`config.mk`:
```
export PLATFORM = sky130hd
export DESIGN_NAME = alarm_pair_matcher
export DESIGN_NICKNAME = d
export VERILOG_FILES = /design/src/rtl/alarm_pkg.sv /design/src/rtl/alarm_slot_regs.sv /design/src/rtl/alarm_match.sv /design/src/rtl/alarm_flag_fsm.sv /design/src/rtl/alarm_pair_matcher.sv
export SDC_FILE = /design/constraint.sdc
export NUM_CORES = 1
export LEC_CHECK = 0
export ABC_AREA = 1
export BUFFER_PORTS_ARGS = -buffer_cell sky130_fd_sc_hd__buf_2
export CAP_MARGIN = 20
export CORE_ASPECT_RATIO = 0.6
export CORE_MARGIN = 8
export CORE_UTILIZATION = 25
export CTS_CLUSTER_DIAMETER = 60
export DETAILED_ROUTE_END_ITERATION = 7
export PLACE_DENSITY = 0.44
export SYNTH_ARGS = -nofsm -noshare
export SYNTH_HDL_FRONTEND = slang
export SYNTH_HIERARCHICAL = 1
export SYNTH_SLANG_ARGS = --single-unit
```
`constraint.sdc`:
```
create_clock -name clk -period 1.5 [get_ports clk]
set_input_delay 0.075 -clock clk [delete_from_list [all_inputs] [get_ports clk]]
set_output_delay 0.075 -clock clk [all_outputs]
set_load 0.01 [all_outputs]
```
`src/rtl/alarm_pkg.sv`:
```
package alarm_pkg;
    localparam int SEC_W      = 6;
    localparam int MIN_W      = 6;
    localparam int HOUR_W     = 5;
    localparam int DAY_W      = 5;
    localparam int MON_W      = 4;
    localparam int WDAY_W     = 3;
    localparam int NUM_FIELDS = 6;
    localparam int FCODE_W    = 3;
    localparam int DATA_W     = 6;

    typedef enum logic [FCODE_W-1:0] {
        FLD_SEC  = 3'd0,
        FLD_MIN  = 3'd1,
        FLD_HOUR = 3'd2,
        FLD_DAY  = 3'd3,
        FLD_MON  = 3'd4,
        FLD_WDAY = 3'd5
    } field_code_e;

    typedef struct packed {
        logic [SEC_W-1:0]  sec;
        logic [MIN_W-1:0]  min;
        logic [HOUR_W-1:0] hour;
        logic [DAY_W-1:0]  day;
        logic [MON_W-1:0]  mon;
        logic [WDAY_W-1:0] wday;
    } cal_t;

    typedef enum logic {
        FLG_IDLE = 1'b0,
        FLG_SET  = 1'b1
    } flag_state_e;
endpackage

```
`src/rtl/alarm_slot_regs.sv`:
```
module alarm_slot_regs
    import alarm_pkg::*;
#(
    parameter int SLOT  = 0,
    parameter int IDX_W = 1
) (
    input  logic                  clk,
    input  logic                  rst_n,
    input  logic                  wr_en,
    input  logic [IDX_W-1:0]      wr_idx,
    input  logic [FCODE_W-1:0]    wr_field,
    input  logic [DATA_W-1:0]     wr_data,
    input  logic                  wr_match_en,
    output cal_t                  alm,
    output logic [NUM_FIELDS-1:0] fen
);
    logic sel;
    assign sel = wr_en && (wr_idx == IDX_W'(SLOT));

    // one field per write; unused codes fall through to default
    always_ff @(posedge clk or negedge rst_n) begin
        if (!rst_n) begin
            alm <= '0;
            fen <= '0;
        end else if (sel) begin
            case (field_code_e'(wr_field))
                FLD_SEC: begin
                    alm.sec <= wr_data[SEC_W-1:0];
                    fen[0]  <= wr_match_en;
                end
                FLD_MIN: begin
                    alm.min <= wr_data[MIN_W-1:0];
                    fen[1]  <= wr_match_en;
                end
                FLD_HOUR: begin
                    alm.hour <= wr_data[HOUR_W-1:0];
                    fen[2]   <= wr_match_en;
                end
                FLD_DAY: begin
                    alm.day <= wr_data[DAY_W-1:0];
                    fen[3]  <= wr_match_en;
                end
                FLD_MON: begin
                    alm.mon <= wr_data[MON_W-1:0];
                    fen[4]  <= wr_match_en;
                end
                FLD_WDAY: begin
                    alm.wday <= wr_data[WDAY_W-1:0];
                    fen[5]   <= wr_match_en;
                end
                default: ;
            endcase
        end
    end
endmodule

```
`src/rtl/alarm_match.sv`:
```
module alarm_match
    import alarm_pkg::*;
(
    input  logic                  tick,
    input  cal_t                  now,
    input  cal_t                  alm,
    input  logic [NUM_FIELDS-1:0] fen,
    output logic                  hit
);
    logic [NUM_FIELDS-1:0] eq;
    logic [NUM_FIELDS-1:0] ok;

    assign eq[0] = (now.sec  == alm.sec);
    assign eq[1] = (now.min  == alm.min);
    assign eq[2] = (now.hour == alm.hour);
    assign eq[3] = (now.day  == alm.day);
    assign eq[4] = (now.mon  == alm.mon);
    assign eq[5] = (now.wday == alm.wday);

    // a disabled field counts as satisfied
    assign ok  = eq | ~fen;
    // needs a tick and at least one enabled field
    assign hit = tick && (|fen) && (&ok);
endmodule

```
`src/rtl/alarm_flag_fsm.sv`:
```
module alarm_flag_fsm
    import alarm_pkg::*;
(
    input  logic clk,
    input  logic rst_n,
    input  logic hit,
    input  logic clr,
    output logic flag
);
    flag_state_e st, st_nxt;

    always_ff @(posedge clk or negedge rst_n) begin
        if (!rst_n) st <= FLG_IDLE;
        else        st <= st_nxt;
    end

    // a match beats a clear in the same cycle
    always_comb begin
        st_nxt = st;
        unique case (st)
            FLG_IDLE: if (hit)         st_nxt = FLG_SET;
            FLG_SET:  if (clr && !hit) st_nxt = FLG_IDLE;
            default:                   st_nxt = FLG_IDLE;
        endcase
    end

    always_comb begin
        flag = (st == FLG_SET);
    end
endmodule

```
`src/rtl/alarm_pair_matcher.sv`:
```
module alarm_pair_matcher
    import alarm_pkg::*;
#(
    parameter int N_ALM = 2,
    localparam int IDX_W = (N_ALM > 1) ? $clog2(N_ALM) : 1
) (
    input  logic               clk,
    input  logic               rst_n,
    input  logic               tick,
    input  logic [SEC_W-1:0]   cur_sec,
    input  logic [MIN_W-1:0]   cur_min,
    input  logic [HOUR_W-1:0]  cur_hour,
    input  logic [DAY_W-1:0]   cur_day,
    input  logic [MON_W-1:0]   cur_mon,
    input  logic [WDAY_W-1:0]  cur_wday,
    input  logic               wr_en,
    input  logic [IDX_W-1:0]   wr_idx,
    input  logic [FCODE_W-1:0] wr_field,
    input  logic [DATA_W-1:0]  wr_data,
    input  logic               wr_match_en,
    input  logic [N_ALM-1:0]   irq_en,
    input  logic [N_ALM-1:0]   clr,
    output logic [N_ALM-1:0]   flag,
    output logic               irq_n
);
    cal_t             now_cal;
    logic [N_ALM-1:0] hit_vec;
    logic [N_ALM-1:0] flag_vec;

    assign now_cal.sec  = cur_sec;
    assign now_cal.min  = cur_min;
    assign now_cal.hour = cur_hour;
    assign now_cal.day  = cur_day;
    assign now_cal.mon  = cur_mon;
    assign now_cal.wday = cur_wday;

    // each slot is a separate register set, matcher and flag machine
    for (genvar g = 0; g < N_ALM; g++) begin : g_alm
        cal_t                  alm_cal;
        logic [NUM_FIELDS-1:0] alm_fen;

        alarm_slot_regs #(.SLOT(g), .IDX_W(IDX_W)) u_regs (
            .clk         (clk),
            .rst_n       (rst_n),
            .wr_en       (wr_en),
            .wr_idx      (wr_idx),
            .wr_field    (wr_field),
            .wr_data     (wr_data),
            .wr_match_en (wr_match_en),
            .alm         (alm_cal),
            .fen         (alm_fen)
        );

        alarm_match u_match (
            .tick (tick),
            .now  (now_cal),
            .alm  (alm_cal),
            .fen  (alm_fen),
            .hit  (hit_vec[g])
        );

        alarm_flag_fsm u_flag (
            .clk   (clk),
            .rst_n (rst_n),
            .hit   (hit_vec[g]),
            .clr   (clr[g]),
            .flag  (flag_vec[g])
        );
    end

    assign flag  = flag_vec;
    // shared active-low line, each flag gated by its own enable
    assign irq_n = ~|(flag_vec & irq_en);
endmodule

```
# After elaboration in Yosys (flattened, before gate mapping)
# Cells that the tools add are included.
# word_totals
in_bits,48
wordCells,86
regBits,72
out_inout_bits,3
# op_classes
eq_ne,17
n_reduce_logical,29
n_mux,6
bitwise_logic,8
# op_table
op,count
$eq 6x6->1,4
$reduce_and 2->1,12
$eq 5x5->1,4
$not 6->6,2
$or 6x6->6,2
$reduce_and 6->1,2
$reduce_or 6->1,2
$eq 4x4->1,2
$logic_and 1x1->1,8
$eq 3x2->1 const B,2
$eq 3x3->1,2
$eq 3x3->1 const B,2
$mux 1,4
$pmux 1 s2,2
$eq 3x1->1 const B,1
$logic_not 1->1,3
$logic_not 3->1,1
$not 1->1,3
$and 2x2->2,1
$reduce_or 2->1,1

# Longest topological paths before layout
# depth
ltp_word,8
ltp_mapped,12
mapped_depth_nobuf,12

# Modules after synthesis
# Netlist, hierarchy kept.
# by_module_without_submodules
module,cells_each,seq_area_each_um2,area_per_inst_um2,instances
alarm_slot_regs at g_alm[0].u_regs,167,875.8,1483.9,1
alarm_slot_regs at g_alm[1].u_regs,162,875.8,1446.4,1
alarm_match,139,0.0,583.1,2
alarm_flag_fsm,5,25.0,40.0,2
alarm_pair_matcher,4,0.0,15.0,1

# Worst setup path before layout
# No wires, ideal clock.
# synth_timing
path_type,flip-flop to flip-flop
start,"register, netlist name g_alm[0].u_regs/alm[7]"
end,register g_alm[0].u_flag.st
stages_incl_launch_ff,9
arrival_time_ns,0.987
period_less_slack_ns,1.052
t_required_ns,1.435
setup_slack_ns,0.448
setup_time_ns,0.065
path_buffers,0
cell_sequence,dfrtp_1 -> xor2_1 -> nor3_1 -> nand3_1 -> nand2_1 -> nand2_1 -> nor2_2 -> inv_1 -> nand2_1
# synth_between
elab_chain_len,8
word_cells_on_any_way,9
classes_between,eq/ne: 1; mux: 3; bitwise: 1; reduce/logical: 4
# synth_rtl
element,line,rtl
$eq 5x5->1 (*),alarm_match.sv:16,assign eq[3] = (now.day == alm.day);
$or 6x6->6 (*),alarm_match.sv:21,assign ok = eq | ~fen;
$reduce_and 6->1 (*),alarm_match.sv:23,assign hit = tick && (|fen) && (&ok);
$logic_and 1x1->1 (*),alarm_match.sv:23,
net hit_vec[0],alarm_pair_matcher.sv:27,logic [N_ALM-1:0] hit_vec;
$logic_not 1->1,alarm_flag_fsm.sv:22,FLG_SET: if (clr && !hit) st_nxt = FLG_IDLE;
$logic_and 1x1->1,alarm_flag_fsm.sv:22,
$mux 1,alarm_flag_fsm.sv:22,
$pmux 1 s2 (*),alarm_flag_fsm.sv:20,unique case (st)
net g_alm[0].u_flag.st_nxt,alarm_flag_fsm.sv:10,"flag_state_e st, st_nxt;"
end signal: assignment,alarm_flag_fsm.sv:14,else st <= st_nxt;
end: declaration,alarm_flag_fsm.sv:10,
# The timed path passes the listed nets; every way through them passes the cells marked *.
# A chain may end at the register's enable or synchronous reset.

# Final worst setup path
# layout_timing
start,"register, netlist name g_alm[0].u_regs/alm[12]"
end,register g_alm[0].u_flag.st
# layout_between
elab_chain_len,8
word_cells_on_any_way,9
classes_between,eq/ne: 1; mux: 3; bitwise: 1; reduce/logical: 4
# layout_rtl
element,line,rtl
$eq 5x5->1 (*),alarm_match.sv:15,assign eq[2] = (now.hour == alm.hour);
$or 6x6->6 (*),alarm_match.sv:21,
$reduce_and 6->1 (*),alarm_match.sv:23,
$logic_and 1x1->1 (*),alarm_match.sv:23,
net hit_vec[0],alarm_pair_matcher.sv:27,
$logic_not 1->1,alarm_flag_fsm.sv:22,
$logic_and 1x1->1,alarm_flag_fsm.sv:22,
$mux 1,alarm_flag_fsm.sv:22,
$pmux 1 s2 (*),alarm_flag_fsm.sv:20,
net g_alm[0].u_flag.st_nxt,alarm_flag_fsm.sv:10,
# Marks and branches as above.

==> out/results.tsv <==
stage	metric	value	unit
outcome	status	completed	
run	number of max-cap violations	0	
clock_network	CTS Buf Count	9	
layout	fill count	1801	
sta	RSZ-0062 raised after global routing	false	
clock_network	H-tree Lvls	3	
global_route	global-route wire length before repair	20700	um
floorplanning	I/O pin count	51	
layout	Core Util, Final	31.2	%
logic_synthesis	Mapped Avg Cell Area	6.75	um^2
sta	final hold vios	0	
sta	Slew @ Worst Pin	390	ps
route	initial DRC count	240	
logic_synthesis	Post-synth EDFFs	0	
power_and_ir_drop	leakage power	2.88	nW
worst_setup_path	CP required	1770	ps
clock_network	Setup Buffers After CTS	0	
layout	layout cell share with drive strength beyond 1	14.1	%
hold_path	Worst Hold Class	input pin to register	
route	Routed Antenna Nets	0	
sta	Hold WS	37.2	ps
power_and_ir_drop	Worst VDD drop	0.497	mV
global_route	grt total ovfl	0	
logic_synthesis	post-synthesis net count	669	
logic_synthesis	Yosys cell types	19	
logic_synthesis	count leader, synth	nand2_1	
placed_design	IO Port Bufs	50	
worst_setup_path	Slowest-stage cell, CP	dfrtp_1	
layout	synthesis-to-finish area growth	21.5	%
logic_synthesis	synth warn	6	
global_route	initial antenna violation count	0	
global_route	pin count of the biggest net entering global routing	49	
logic_synthesis	sequential share of the synthesized area	43.0	%
clock_network	Root Driver	clkbuf_16	
logic_synthesis	share of the synthesized area in the top cell type	43.0	%
clock_network	Clock Sinks	72	
global_route	met2 global-route usage	17.4	%
logic_synthesis	Synth async-reset ratio	100	%
worst_setup_path	Worst Path Class, Setup	register to register	
clock_network	Reg clk slew, reported paths	60	ps
logic_synthesis	cells after synthesis	621	
worst_setup_path	kind of end point of the critical path	register	
floorplanning	core area	0.0163	mm^2
route	wire per inst	13.8	um
sta	Period minus WS final	1330	ps
floorplanning	Die Height	116	um
layout	Final nets	738	
sta	Final Skew	3.60	ps
worst_setup_path	Critical Path Source Type	register	
placed_design	Final HPWL DP	9610	um
worst_setup_path	CP peak stage delay	390	ps
global_route	all-layer global routing usage	12.6	%
global_route	gr busiest metal	met1	
route	TritonRoute pass-1 iters	4	
sta	Slew headroom	74.0	%
logic_synthesis	most frequent cells after synthesis	272 x nand2_1, 84 x inv_1, 77 x nand3_1, 72 x dfrtp_1, 48 x nor2_1	
logic_synthesis	ys flop type	dfrtp_1	
global_route	vias in the first global route	3707	
sta	TNS Setup	0	ps
route	Post-Route WL	12700	um
route	routed vias/inst	4.18	
clock_network	clock buffer depth	2	
logic_synthesis	register bit total from synthesis	72	
sta	Final period util	88.6	%
placed_design	RD Place Congestion	0.812	
logic_synthesis	Mapped Area	0.00419	mm^2
clock_network	worst skew pair latency	330	ps
layout	diode count	0	
global_route	GR Util met3	2.98	%
power_and_ir_drop	Power Dens Cells	1190	mW/mm^2
floorplanning	Die ar.	0.0213	mm^2
worst_setup_path	Max FO, Critical Path	3	
global_route	grt met1 use	19.1	%
worst_setup_path	crit-path cells	nor2_1 -> nor2_1 -> nor2_1 -> nand3_1 -> nand2_1 -> nand2_1 -> inv_1 -> nand2_1 -> nor2_2 -> inv_1 -> nand2_1	
route	DRC	0	
sta	# setup viols final	0	
floorplanning	# rows	36	
clock_network	CTS tree	done	
logic_synthesis	area leader, netlist	dfrtp_1	
floorplanning	Die Wd	183	um
worst_setup_path	Worst EP arrival	1600	ps
route	DR vias	3847	
sta	fin. max-slew vios	0	
sta	Max Freq	0.753	GHz
floorplanning	Starting Density	25.7	%
worst_setup_path	most used cell, CP	nand2_1	
logic_synthesis	cells taking the most area after synthesis	dfrtp_1 43%, nand2_1 24%, nand3_1 9.2%, inv_1 7.5%, nor2_1 4.3%	
==> state kept, by name (all words and copies together) (netlist names) <==
register and flops:
g_alm.u_flag/flag 2, g_alm.u_regs/alm 58, g_alm.u_regs/fen 12
==> final timing paths <==
kind / from / end / slack, ps / cells after the start
max in group asynchronous: rst_n / g_alm[0].u_regs/fen[3] / 730 / 3
worst max-delay path: g_alm[0].u_regs/alm[12] / g_alm[0].u_flag/flag / 170 / 11
worst max register to register: g_alm[0].u_regs/alm[12] / g_alm[0].u_flag/flag / 170 / 11
min in group asynchronous: rst_n / g_alm[0].u_regs/alm[1] / 170 / 2
worst min-delay path: wr_data[5] / g_alm[1].u_regs/alm[28] / 40 / 3
worst min register to register: g_alm[0].u_regs/alm[4] / g_alm[0].u_regs/alm[4] / 480 / 2
==> power breakdown <==
part           internal [mW]  total (mW)  switching [mW]
sequential              2.35        2.65           0.309
clock                   1.24        2.03           0.792
combinational          0.543        1.37           0.822
==> layout make-up <==
cell class              instances  area [um^2]  share of cell area, %
clock buffers                  14          274                   5.38
flip-flops and latches         72         1800                   35.4
inverters                      90          338                   6.64
well taps                     228          285                   5.60
repair buffers                 67          398                   7.82
multi-input cells             450         1990                   39.2
==> layer usage <==
metal / part of all wire, % / vias to the layer above / routed length [um]
met1: 57 / 1751 / 7210
li1: - / 2017 / -
met2: 38 / 75 / 4900
met5: 0 / - / 0
met3: 4.7 / 4 / 601
met4: 0.20 / 0 / 25
==> cells by family after synthesis <==
logic type	Yosys count	share of synthesized area, %
XOR/XNOR	18	3.76
AND/OR/NAND/NOR	424	42.7
AO/OA/AOI/OAI	8	1.07
buffers and inverters	99	9.43
flip-flops	72	43.0
==> layout by cell type, fill, tap and decap left out, types with 7 or more instances in the layout <==
cell type,n
nor2_2,7
inv_1,84
buf_2,50
nor2_1,48
buf_4,13
clkbuf_16,9
nand2_1,272
dfrtp_1,72
xnor2_1,12
nand3_1,77
==> stage by stage <==
step | total power [mW] | setup slack (ps) | cells | cell area (um^2)
after detailed placement | 4.05 | 172 | 904 | 4790
after CTS | 6.13 | 159 | 921 | 5090
after global routing | 6.48 | 27.7 | 921 | 5090
after floorplan | 3.53 | 448 | 621 | 4190
after global placement | 4.02 | 158 | 904 | 4790
final | 6.05 | 171 | 921 | 5090
==> timing repair <==
| action | 4_1_cts | 5_1_grt |
|---|---|---|
| endpoints found under the hold margin | 32 | 0 |
| endpoints found under the setup margin | 0 | 0 |
| hold buffers | 3 | 0 |
| resized for setup | 0 | 0 |
==> worst max-delay path, delay by kind of cell, from the launching register on <==
family | cells | cell delay [ps]
AND/OR/NAND/NOR | 9 | 780
flip-flops | 1 | 390
buffers and inverters | 2 | 120
No activity file was read; power rests on OpenSTA's default activity.
